**src/rtl/quad_mac_pkg.sv**
```systemverilog
`timescale 1ns/1ps
// Shared constants and the control bundle carried beside the data.
// Assumes the four lanes are grouped as two pairs.
package quad_mac_pkg;
    localparam int LANES = 4;
    localparam int PAIRS = LANES / 2;

    typedef struct packed {
        logic acc_mode;   // 1: accumulate, 0: sum
        logic add;        // 1: add, 0: subtract
        logic clr;        // restart accumulation
    } mac_ctl_t;

    localparam int CTL_W = $bits(mac_ctl_t);
endpackage

```
**src/rtl/mac_stage_reg.sv**
```systemverilog
`timescale 1ns/1ps
// Optional pipeline stage for a data bus and its valid bit.
// EN=1 gives one register cycle, EN=0 a plain wire.
// Data is loaded only with a valid sample, so it holds between samples.
module mac_stage_reg #(
    parameter int W  = 8,
    parameter bit EN = 1'b1
) (
    input  logic         clk,
    input  logic         rst_n,
    input  logic         vld_i,
    input  logic [W-1:0] d_i,
    output logic         vld_o,
    output logic [W-1:0] d_o
);
    generate
        if (EN) begin : g_reg
            logic         vq;
            logic [W-1:0] dq;
            // Register valid every cycle and data on valid samples.
            always_ff @(posedge clk) begin
                if (!rst_n) begin
                    vq <= 1'b0;
                    dq <= '0;
                end else begin
                    vq <= vld_i;
                    if (vld_i) dq <= d_i;
                end
            end
            assign vld_o = vq;
            assign d_o   = dq;
        end else begin : g_thru
            logic unused_thru;
            assign unused_thru = clk ^ rst_n;
            assign vld_o = vld_i;
            assign d_o   = d_i;
        end
    endgenerate
endmodule

```
**src/rtl/mac_pair_mult.sv**
```systemverilog
`timescale 1ns/1ps
// Two signed multipliers and their adder, giving one pair sum of
// width 2*OP_W+1. Assumes two's-complement operands.
module mac_pair_mult #(
    parameter  int OP_W = 18,
    localparam int PRW  = 2 * OP_W,
    localparam int PW   = PRW + 1
) (
    input  logic signed [OP_W-1:0] a0,
    input  logic signed [OP_W-1:0] b0,
    input  logic signed [OP_W-1:0] a1,
    input  logic signed [OP_W-1:0] a1_unused_guard_n,
    input  logic signed [OP_W-1:0] b1,
    output logic signed [PW-1:0]   p
);
    logic signed [PRW-1:0] m0;
    logic signed [PRW-1:0] m1;
    logic                  unused_guard;

    assign unused_guard = ^a1_unused_guard_n;

    // Form both products at full width, then add with one growth bit.
    always_comb begin
        m0 = PRW'(a0) * PRW'(b0);
        m1 = PRW'(a1) * PRW'(b1);
        p  = {m0[PRW-1], m0} + {m1[PRW-1], m1};
    end
endmodule

```
**src/rtl/mac_accum.sv**
```systemverilog
`timescale 1ns/1ps
// Second-stage adder, 44-bit add/subtract accumulator, sticky overflow
// and the optional output register. The running value is kept in its
// own register, so accumulation works even when the output stage is
// bypassed. Assumes pair sums arrive sign-correct, width 2*OP_W+1.
module mac_accum
    import quad_mac_pkg::*;
#(
    parameter  int OP_W    = 18,
    parameter  int ACC_W   = 44,
    parameter  bit OUT_REG = 1'b1,
    localparam int PW      = 2 * OP_W + 1,
    localparam int ZW      = 2 * OP_W + 2
) (
    input  logic                 clk,
    input  logic                 rst_n,
    input  logic                 vld_i,
    input  mac_ctl_t             ctl_i,
    input  logic signed [PW-1:0] p0_i,
    input  logic signed [PW-1:0] p1_i,
    output logic                 vld_o,
    output logic [ACC_W-1:0]     res_o,
    output logic                 ovf_o
);
    localparam int MSB = ACC_W - 1;

    logic signed [ZW-1:0]    z;
    logic signed [ACC_W-1:0] zx, base, sum, acc_q;
    logic                    ov, flag_q, flag_nxt, take;
    logic [ACC_W-1:0]        out_val;
    logic                    out_flag;

    // Total of both pairs, then add or subtract against the running value.
    always_comb begin
        z    = ZW'(p0_i) + ZW'(p1_i);
        zx   = ACC_W'(z);
        base = ctl_i.clr ? '0 : acc_q;
        sum  = ctl_i.add ? (base + zx) : (base - zx);
        if (ctl_i.add)
            ov = (base[MSB] == zx[MSB]) && (sum[MSB] != base[MSB]);
        else
            ov = (base[MSB] != zx[MSB]) && (sum[MSB] != base[MSB]);
        take     = vld_i && ctl_i.acc_mode;
        flag_nxt = ctl_i.clr ? ov : (flag_q | ov);
        out_val  = ctl_i.acc_mode ? sum : zx;
        out_flag = ctl_i.acc_mode ? flag_nxt : flag_q;
    end

    // Running value and sticky flag move only on accumulate samples.
    always_ff @(posedge clk) begin
        if (!rst_n) begin
            acc_q  <= '0;
            flag_q <= 1'b0;
        end else if (take) begin
            acc_q  <= sum;
            flag_q <= flag_nxt;
        end
    end

    generate
        if (OUT_REG) begin : g_oreg
            logic             vq, fq;
            logic [ACC_W-1:0] rq;
            // Output register, loaded with each valid sample.
            always_ff @(posedge clk) begin
                if (!rst_n) begin
                    vq <= 1'b0;
                    rq <= '0;
                    fq <= 1'b0;
                end else begin
                    vq <= vld_i;
                    if (vld_i) begin
                        rq <= out_val;
                        fq <= out_flag;
                    end
                end
            end
            assign vld_o = vq;
            assign res_o = rq;
            assign ovf_o = fq;
        end else begin : g_ocomb
            assign vld_o = vld_i;
            assign res_o = out_val;
            assign ovf_o = out_flag;
        end
    endgenerate


    acc_hold_chk: assert property (@(posedge clk) disable iff (!rst_n)
        !take |=> $stable(acc_q));


    flag_sticky_chk: assert property (@(posedge clk) disable iff (!rst_n)
        (flag_q && !(take && ctl_i.clr)) |=> flag_q);


    flag_rise_chk: assert property (@(posedge clk) disable iff (!rst_n)
        $rose(flag_q) |-> $past(take));


    clr_flag_chk: assert property (@(posedge clk) disable iff (!rst_n)
        (take && ctl_i.clr) |=> !flag_q);
endmodule

```
**src/rtl/quad_mac.sv**
```systemverilog
`timescale 1ns/1ps
// Four-product multiply-accumulate unit. Operand stage, two pair
// multiplier-adders, pipeline stage, then second-stage adder with
// accumulator and output stage. Each stage is kept or bypassed by a
// static parameter; latency is the number of kept stages.
module quad_mac
    import quad_mac_pkg::*;
#(
    parameter int OP_W     = 18,
    parameter int ACC_W    = 44,
    parameter bit IN_REG   = 1'b1,
    parameter bit PIPE_REG = 1'b1,
    parameter bit OUT_REG  = 1'b1
) (
    input  logic                  clk,
    input  logic                  rst_n,
    input  logic                  in_valid,
    input  logic                  acc_mode,
    input  logic                  add_sub,
    input  logic                  acc_clr,
    input  logic [LANES*OP_W-1:0] opa,
    input  logic [LANES*OP_W-1:0] opb,
    output logic                  out_valid,
    output logic [ACC_W-1:0]      result,
    output logic                  ovf
);
    localparam int PW  = 2 * OP_W + 1;
    localparam int OPS = LANES * OP_W;
    localparam int IW  = CTL_W + 2 * OPS;
    localparam int SW  = CTL_W + PAIRS * PW;
    localparam int LAT = int'(IN_REG) + int'(PIPE_REG) + int'(OUT_REG);

    mac_ctl_t         in_ctl, s1_ctl, s2_ctl;
    logic [IW-1:0]    s1_bus;
    logic [OPS-1:0]   s1_a, s1_b;
    logic             s1_vld, s2_vld;
    logic signed [PW-1:0] pp [PAIRS];
    logic [SW-1:0]    s2_bus;

    // Gather the per-sample controls.
    always_comb begin
        in_ctl.acc_mode = acc_mode;
        in_ctl.add      = add_sub;
        in_ctl.clr      = acc_clr;
    end

    mac_stage_reg #(.W(IW), .EN(IN_REG)) u_in_stage (
        .clk(clk), .rst_n(rst_n), .vld_i(in_valid),
        .d_i({in_ctl, opa, opb}), .vld_o(s1_vld), .d_o(s1_bus)
    );

    assign s1_ctl = s1_bus[IW-1 -: CTL_W];
    assign s1_a   = s1_bus[2*OPS-1 -: OPS];
    assign s1_b   = s1_bus[OPS-1:0];

    for (genvar g = 0; g < PAIRS; g++) begin : g_pair
        mac_pair_mult #(.OP_W(OP_W)) u_pair (
            .a0(s1_a[(2*g)*OP_W +: OP_W]),
            .b0(s1_b[(2*g)*OP_W +: OP_W]),
            .a1(s1_a[(2*g+1)*OP_W +: OP_W]),
            .a1_unused_guard_n('0),
            .b1(s1_b[(2*g+1)*OP_W +: OP_W]),
            .p(pp[g])
        );
    end

    mac_stage_reg #(.W(SW), .EN(PIPE_REG)) u_pipe_stage (
        .clk(clk), .rst_n(rst_n), .vld_i(s1_vld),
        .d_i({s1_ctl, pp[1], pp[0]}), .vld_o(s2_vld), .d_o(s2_bus)
    );

    assign s2_ctl = s2_bus[SW-1 -: CTL_W];

    mac_accum #(.OP_W(OP_W), .ACC_W(ACC_W), .OUT_REG(OUT_REG)) u_accum (
        .clk(clk), .rst_n(rst_n), .vld_i(s2_vld), .ctl_i(s2_ctl),
        .p0_i(s2_bus[PW-1:0]), .p1_i(s2_bus[2*PW-1 -: PW]),
        .vld_o(out_valid), .res_o(result), .ovf_o(ovf)
    );

    logic [1:0] since_rst;
    // Count edges since reset release, saturating, for the latency check.
    always_ff @(posedge clk) begin
        if (!rst_n)                since_rst <= 2'd0;
        else if (since_rst != 2'd3) since_rst <= since_rst + 2'd1;
    end

    generate
        if (LAT > 0) begin : g_lat_chk

            lat_valid_chk: assert property (@(posedge clk) disable iff (!rst_n)
                (int'(since_rst) >= LAT) |-> (out_valid == $past(in_valid, LAT)));
        end else begin : g_lat0_chk

            lat_valid_chk: assert property (@(posedge clk) disable iff (!rst_n)
                out_valid == in_valid);
        end
    endgenerate
endmodule

```
**config.mk**
```make
export PLATFORM = sky130hd
export DESIGN_NAME = quad_mac
export DESIGN_NICKNAME = d
export VERILOG_FILES = /design/src/rtl/quad_mac_pkg.sv /design/src/rtl/mac_stage_reg.sv /design/src/rtl/mac_pair_mult.sv /design/src/rtl/mac_accum.sv /design/src/rtl/quad_mac.sv
export SDC_FILE = /design/constraint.sdc
export NUM_CORES = 2
export LEC_CHECK = 0
export BUFFER_PORTS_ARGS = -buffer_cell sky130_fd_sc_hd__buf_2
export CORE_AREA = 5 5 436 481
export DETAILED_ROUTE_END_ITERATION = 16
export DIE_AREA = 0 0 441 486
export SLEW_MARGIN = 20
export SYNTH_ARGS = -nofsm -noshare
export SYNTH_HDL_FRONTEND = slang
export SYNTH_SLANG_ARGS = --single-unit
```
**constraint.sdc**
```tcl
create_clock -name clk -period 14.8 [get_ports clk]
set_input_delay 2.22 -clock clk [delete_from_list [all_inputs] [get_ports clk]]
set_output_delay 2.22 -clock clk [all_outputs]
set_load 0.02 [all_outputs]
```
==> results summary <==
The run finished with clean final reports. The port buffer count came out at roughly 200. The async set-reset flop share out of synthesis is 0%. The count of hold buffers inserted by post-cts repair came out at 0. The number of DRC markers in iteration 0 is slightly below 3000. The area occupied by multi-input gates came out at around 52000 sq um. The all-layer global routing usage came out at 17.33%. STA classifies the critical path startpoint as a flop. The deepest level of the CTS H-tree is 2. The total area of sequential cells is about 6400 sq um.

The net total in the final layout came out at 9021. The area of the die is 214300 sq um. The CTS clock-pin slew for the worst setup and hold paths came out at 0.06 ns. The library cells used most frequently in the layout, excluding fill and tap cells, are sky130_fd_sc_hd__inv_1, sky130_fd_sc_hd__fa_1, sky130_fd_sc_hd__nand2_1. The height of the chip came out at 486 um.

The share of layout cells above drive strength 1 came out at 4.810%. After synthesis, the cell types taking the most area are sky130_fd_sc_hd__fa_1, sky130_fd_sc_hd__dfxtp_1, sky130_fd_sc_hd__inv_1. The worst-case clock skew came out at 0.04471 ns. Setup repair after global routing left no endpoint under its margin. TritonCTS built the clock tree.

The cell at the root of the clock tree is sky130_fd_sc_hd__clkbuf_16. The sum of routed wire length over all layers came out at about 180 mm. For this design the static power due to leakage is 34.01 nW. The initial antenna violation count came out at 29.

The power density over the cells came out at 107.5 nW/um^2. The core box area came out at 203800 sq um. The largest vdd supply drop is 0.09126 mV. The synthesis-to-layout area growth is 7.510%. After layout, the design draws a total of 0.007510 W. The remaining antenna violation count after routing is 0.

The worst setup path is of the reg -> reg kind. The transition at the pin with the smallest max-transition slack is 1.154 ns. Setup violations remaining at the end of the flow were counted as 0.

The post-synthesis instance area is approximately 65000 sq um. The first detailed-routing pass took 6 iterations. The path class of the tightest hold or removal check is reg -> reg.

In the finished design, the share of the clock period the worst path needs comes to 57.42%. STA classifies the critical path endpoint as a flop. Dividing the detail-routed wire length by the instance count gives around 19 um. The final critical delay including setup and external delays came out at 8.498 ns. The share of the synthesized area in the top cell type came out at 44.92%. For this run, the slowest stage of the critical path takes 0.83 ns. The number of distinct library cell variants in the gate-level netlist after synthesis is 78. The cell with the biggest individual delay on the critical path is sky130_fd_sc_hd__dfxtp_1. The largest fanout on the critical path came out at 19. The final-report max-slew violation count is 0. The total count of hold-check failures in the final report is 0. The critical path contains buffers and inverters numbering 4 combined. The final global-route overflow total is 0.

Counting stages on the worst path, the most repeated cell is sky130_fd_sc_hd__fa_1. The post-CTS setup buffer count is 0. The DRC violation count after routing is 0. The routed layout has 46610 vias. The synthesized instance count came out at about 7100. The top cell type by total area after synthesis is sky130_fd_sc_hd__fa_1. The maximum frequency from static timing analysis is 117.7 MHz. Pin placement for this block handled just under 200 I/O pins. The count of standard-cell rows came out at 174. The total of flip-flops plus latches after synthesis is 317. The number of nets in the synthesized netlist is 9128. The maximum clock path buffer count came out at 3. The placed wire-length estimate is about 150 mm. For this run, the leading register cell type out of synthesis is sky130_fd_sc_hd__dfxtp_1. The clock latency reported for the late side of the worst-skew pair is 0.68 ns. The number of filler cells placed in the layout came out at 21090. The max-cap check violation count is 0.

Yosys printed 0 warnings. The post-synthesis sequential area ratio came out at 9.767%. Broken down by cell family, the worst path's largest delay share belongs to adder cells. The maximum number of pins on one net before global-route repair came out at between 80 and 90. The library cell used most frequently in the layout, excluding fill and tap cells, is sky130_fd_sc_hd__inv_1. The setup TNS came out at 0 ns. For this configuration, the core starts out at a cell density of around a third. Dividing the detail-routed via count by the number of cells gives roughly 4.8.

The number of clock sinks is 317. Clock tree synthesis inserted a total of 46 buffers. The number of global-route vias before repair was 50840. The endpoint required time on the critical path came out at 15.31 ns. The global-route wire length before repair came out at 293.3 mm. The number of synthesized flops with an enable pin came out at 0.

The remaining max-slew budget at the tightest pin is 23.09%. The number of gates resized after CTS was 0. The signal on the critical path passes through nand2_1 > fa_1 > fa_1 > inv_1 > fa_1 > ha_1 > inv_1 > fa_1 > fa_1 > fa_1 > inv_1 > fa_1 > ha_1 > a2111oi_0 > o21ai_0 > a21oi_1 > o21ai_0 > o221ai_1 > or3_1 > a211oi_1 > a2111oi_0 > buf_4 > xor2_1 > o21ai_0. Data on the critical path arrives at its endpoint at 9.00 ns.

The routability congestion estimate is 0.8925. The die extent in x is 441 um. Averaged over all synthesized cells, the footprint is 9.101 sq um.
## state kept, by name (all words and copies together), names as in the netlist
register	flops
u_accum.res_o	44
u_accum.flag_q	1
u_accum.ovf_o	1
u_accum.vld_o	1
u_pipe_stage.vld_o	1
u_accum.acc_q	44
u_in_stage.d_o	147
u_pipe_stage.d_o	77
u_in_stage.vld_o	1
## tightest hold or removal path: stages (launching register included)
cell and delay (ns):
sky130_fd_sc_hd__dfxtp_1 0.31, sky130_fd_sc_hd__nand2_1 0.05, sky130_fd_sc_hd__nand2_1 0.04
## worst paths after layout
path	start	to	slack, ns	cells past startpoint
setup reg to reg	u_in_stage.d_o[117]	u_pipe_stage.d_o[71]	6.30	24
setup / recovery	u_in_stage.d_o[117]	u_pipe_stage.d_o[71]	6.30	24
hold reg to reg	u_accum.acc_q[16]	u_accum.acc_q[16]	0.44	2
hold / removal	u_accum.acc_q[16]	u_accum.acc_q[16]	0.44	2
## layout make-up
class | count | share of cell area, %
clock inverters | 22 | 0.4353
diodes | 4 | 0.01433
inverters | 1474 | 7.931
clock buffers | 63 | 1.899
flip-flops and latches | 317 | 9.094
well taps | 2728 | 4.886
repair buffers | 234 | 1.831
multi-input cells | 4959 | 73.91
## report_power, final
part | switching (W) | internal (W) | total [W]
Clock | 0.000488 | 0.000733 | 0.00122
Combinational | 0.00312 | 0.00203 | 0.00516
Sequential | 0.000198 | 0.000936 | 0.00113
## stage by stage
stage                     instance area (sq um)  hold slack, ns  util (%)  instances  worst slack (ns)
final                                     69850          0.4374     34.28       9801             6.302
after global routing                      69840          0.4590     34.28       9798             5.821
after CTS                                 69840          0.4386     34.27       9797             6.360
after detailed placement                  68210          0.4313     33.47       9712             6.382
after global placement                    68210          0.4266     33.47       9712             6.442
after floorplan                           64970          0.4076         -       7139             7.179
## cells in the mapped netlist (4+ instances only)
cell,instances
sky130_fd_sc_hd__o22ai_1,6
sky130_fd_sc_hd__nand2b_1,64
sky130_fd_sc_hd__o31a_1,7
sky130_fd_sc_hd__nor4_1,10
sky130_fd_sc_hd__fa_1,1458
sky130_fd_sc_hd__nand3b_1,5
sky130_fd_sc_hd__and3_1,10
sky130_fd_sc_hd__a2111oi_0,6
sky130_fd_sc_hd__or2_2,7
sky130_fd_sc_hd__o31ai_1,7
sky130_fd_sc_hd__a21oi_1,196
sky130_fd_sc_hd__a41oi_1,7
sky130_fd_sc_hd__a211oi_1,51
sky130_fd_sc_hd__inv_1,1472
sky130_fd_sc_hd__mux2_2,8
sky130_fd_sc_hd__clkbuf_1,347
sky130_fd_sc_hd__nor4b_1,5
sky130_fd_sc_hd__dfxtp_1,317
sky130_fd_sc_hd__nor3_1,20
sky130_fd_sc_hd__nor3b_1,7
sky130_fd_sc_hd__or3_1,13
sky130_fd_sc_hd__a221oi_1,7
sky130_fd_sc_hd__nand3_1,48
sky130_fd_sc_hd__mux2i_1,217
sky130_fd_sc_hd__o2111ai_1,5
sky130_fd_sc_hd__a31oi_1,28
sky130_fd_sc_hd__nor2b_1,67
sky130_fd_sc_hd__a211o_1,10
sky130_fd_sc_hd__xor2_1,56
sky130_fd_sc_hd__nand2_1,946
sky130_fd_sc_hd__o21ai_0,130
sky130_fd_sc_hd__o211ai_1,16
sky130_fd_sc_hd__nand4_1,20
sky130_fd_sc_hd__a21o_1,66
sky130_fd_sc_hd__o21bai_1,22
sky130_fd_sc_hd__a311o_1,4
sky130_fd_sc_hd__ha_1,381
sky130_fd_sc_hd__o221ai_1,5
sky130_fd_sc_hd__xnor2_1,134
sky130_fd_sc_hd__a311oi_1,4
sky130_fd_sc_hd__nor2_1,367
sky130_fd_sc_hd__o21a_1,32
sky130_fd_sc_hd__buf_1,40
sky130_fd_sc_hd__a21boi_0,5
sky130_fd_sc_hd__and2_1,450
## per-layer routing
layer	global-route usage [%]	routed length, um
met5	0	11
met4	4.296	5057
met3	2.504	8975
met2	30.18	90250
met1	22.62	78140
## cells by family after synthesis
| kind of cell | count (synthesis) | share of synthesized area (%) |
|---|---|---|
| xor+xnor | 190 | 2.561 |
| flops | 317 | 9.767 |
| fa+ha+maj | 1839 | 52.26 |
| mux | 225 | 3.482 |
| compound gates | 650 | 6.426 |
| simple gates | 2055 | 14.73 |
| buf+inv | 1863 | 10.78 |
(Power assumes the default switching activity.)
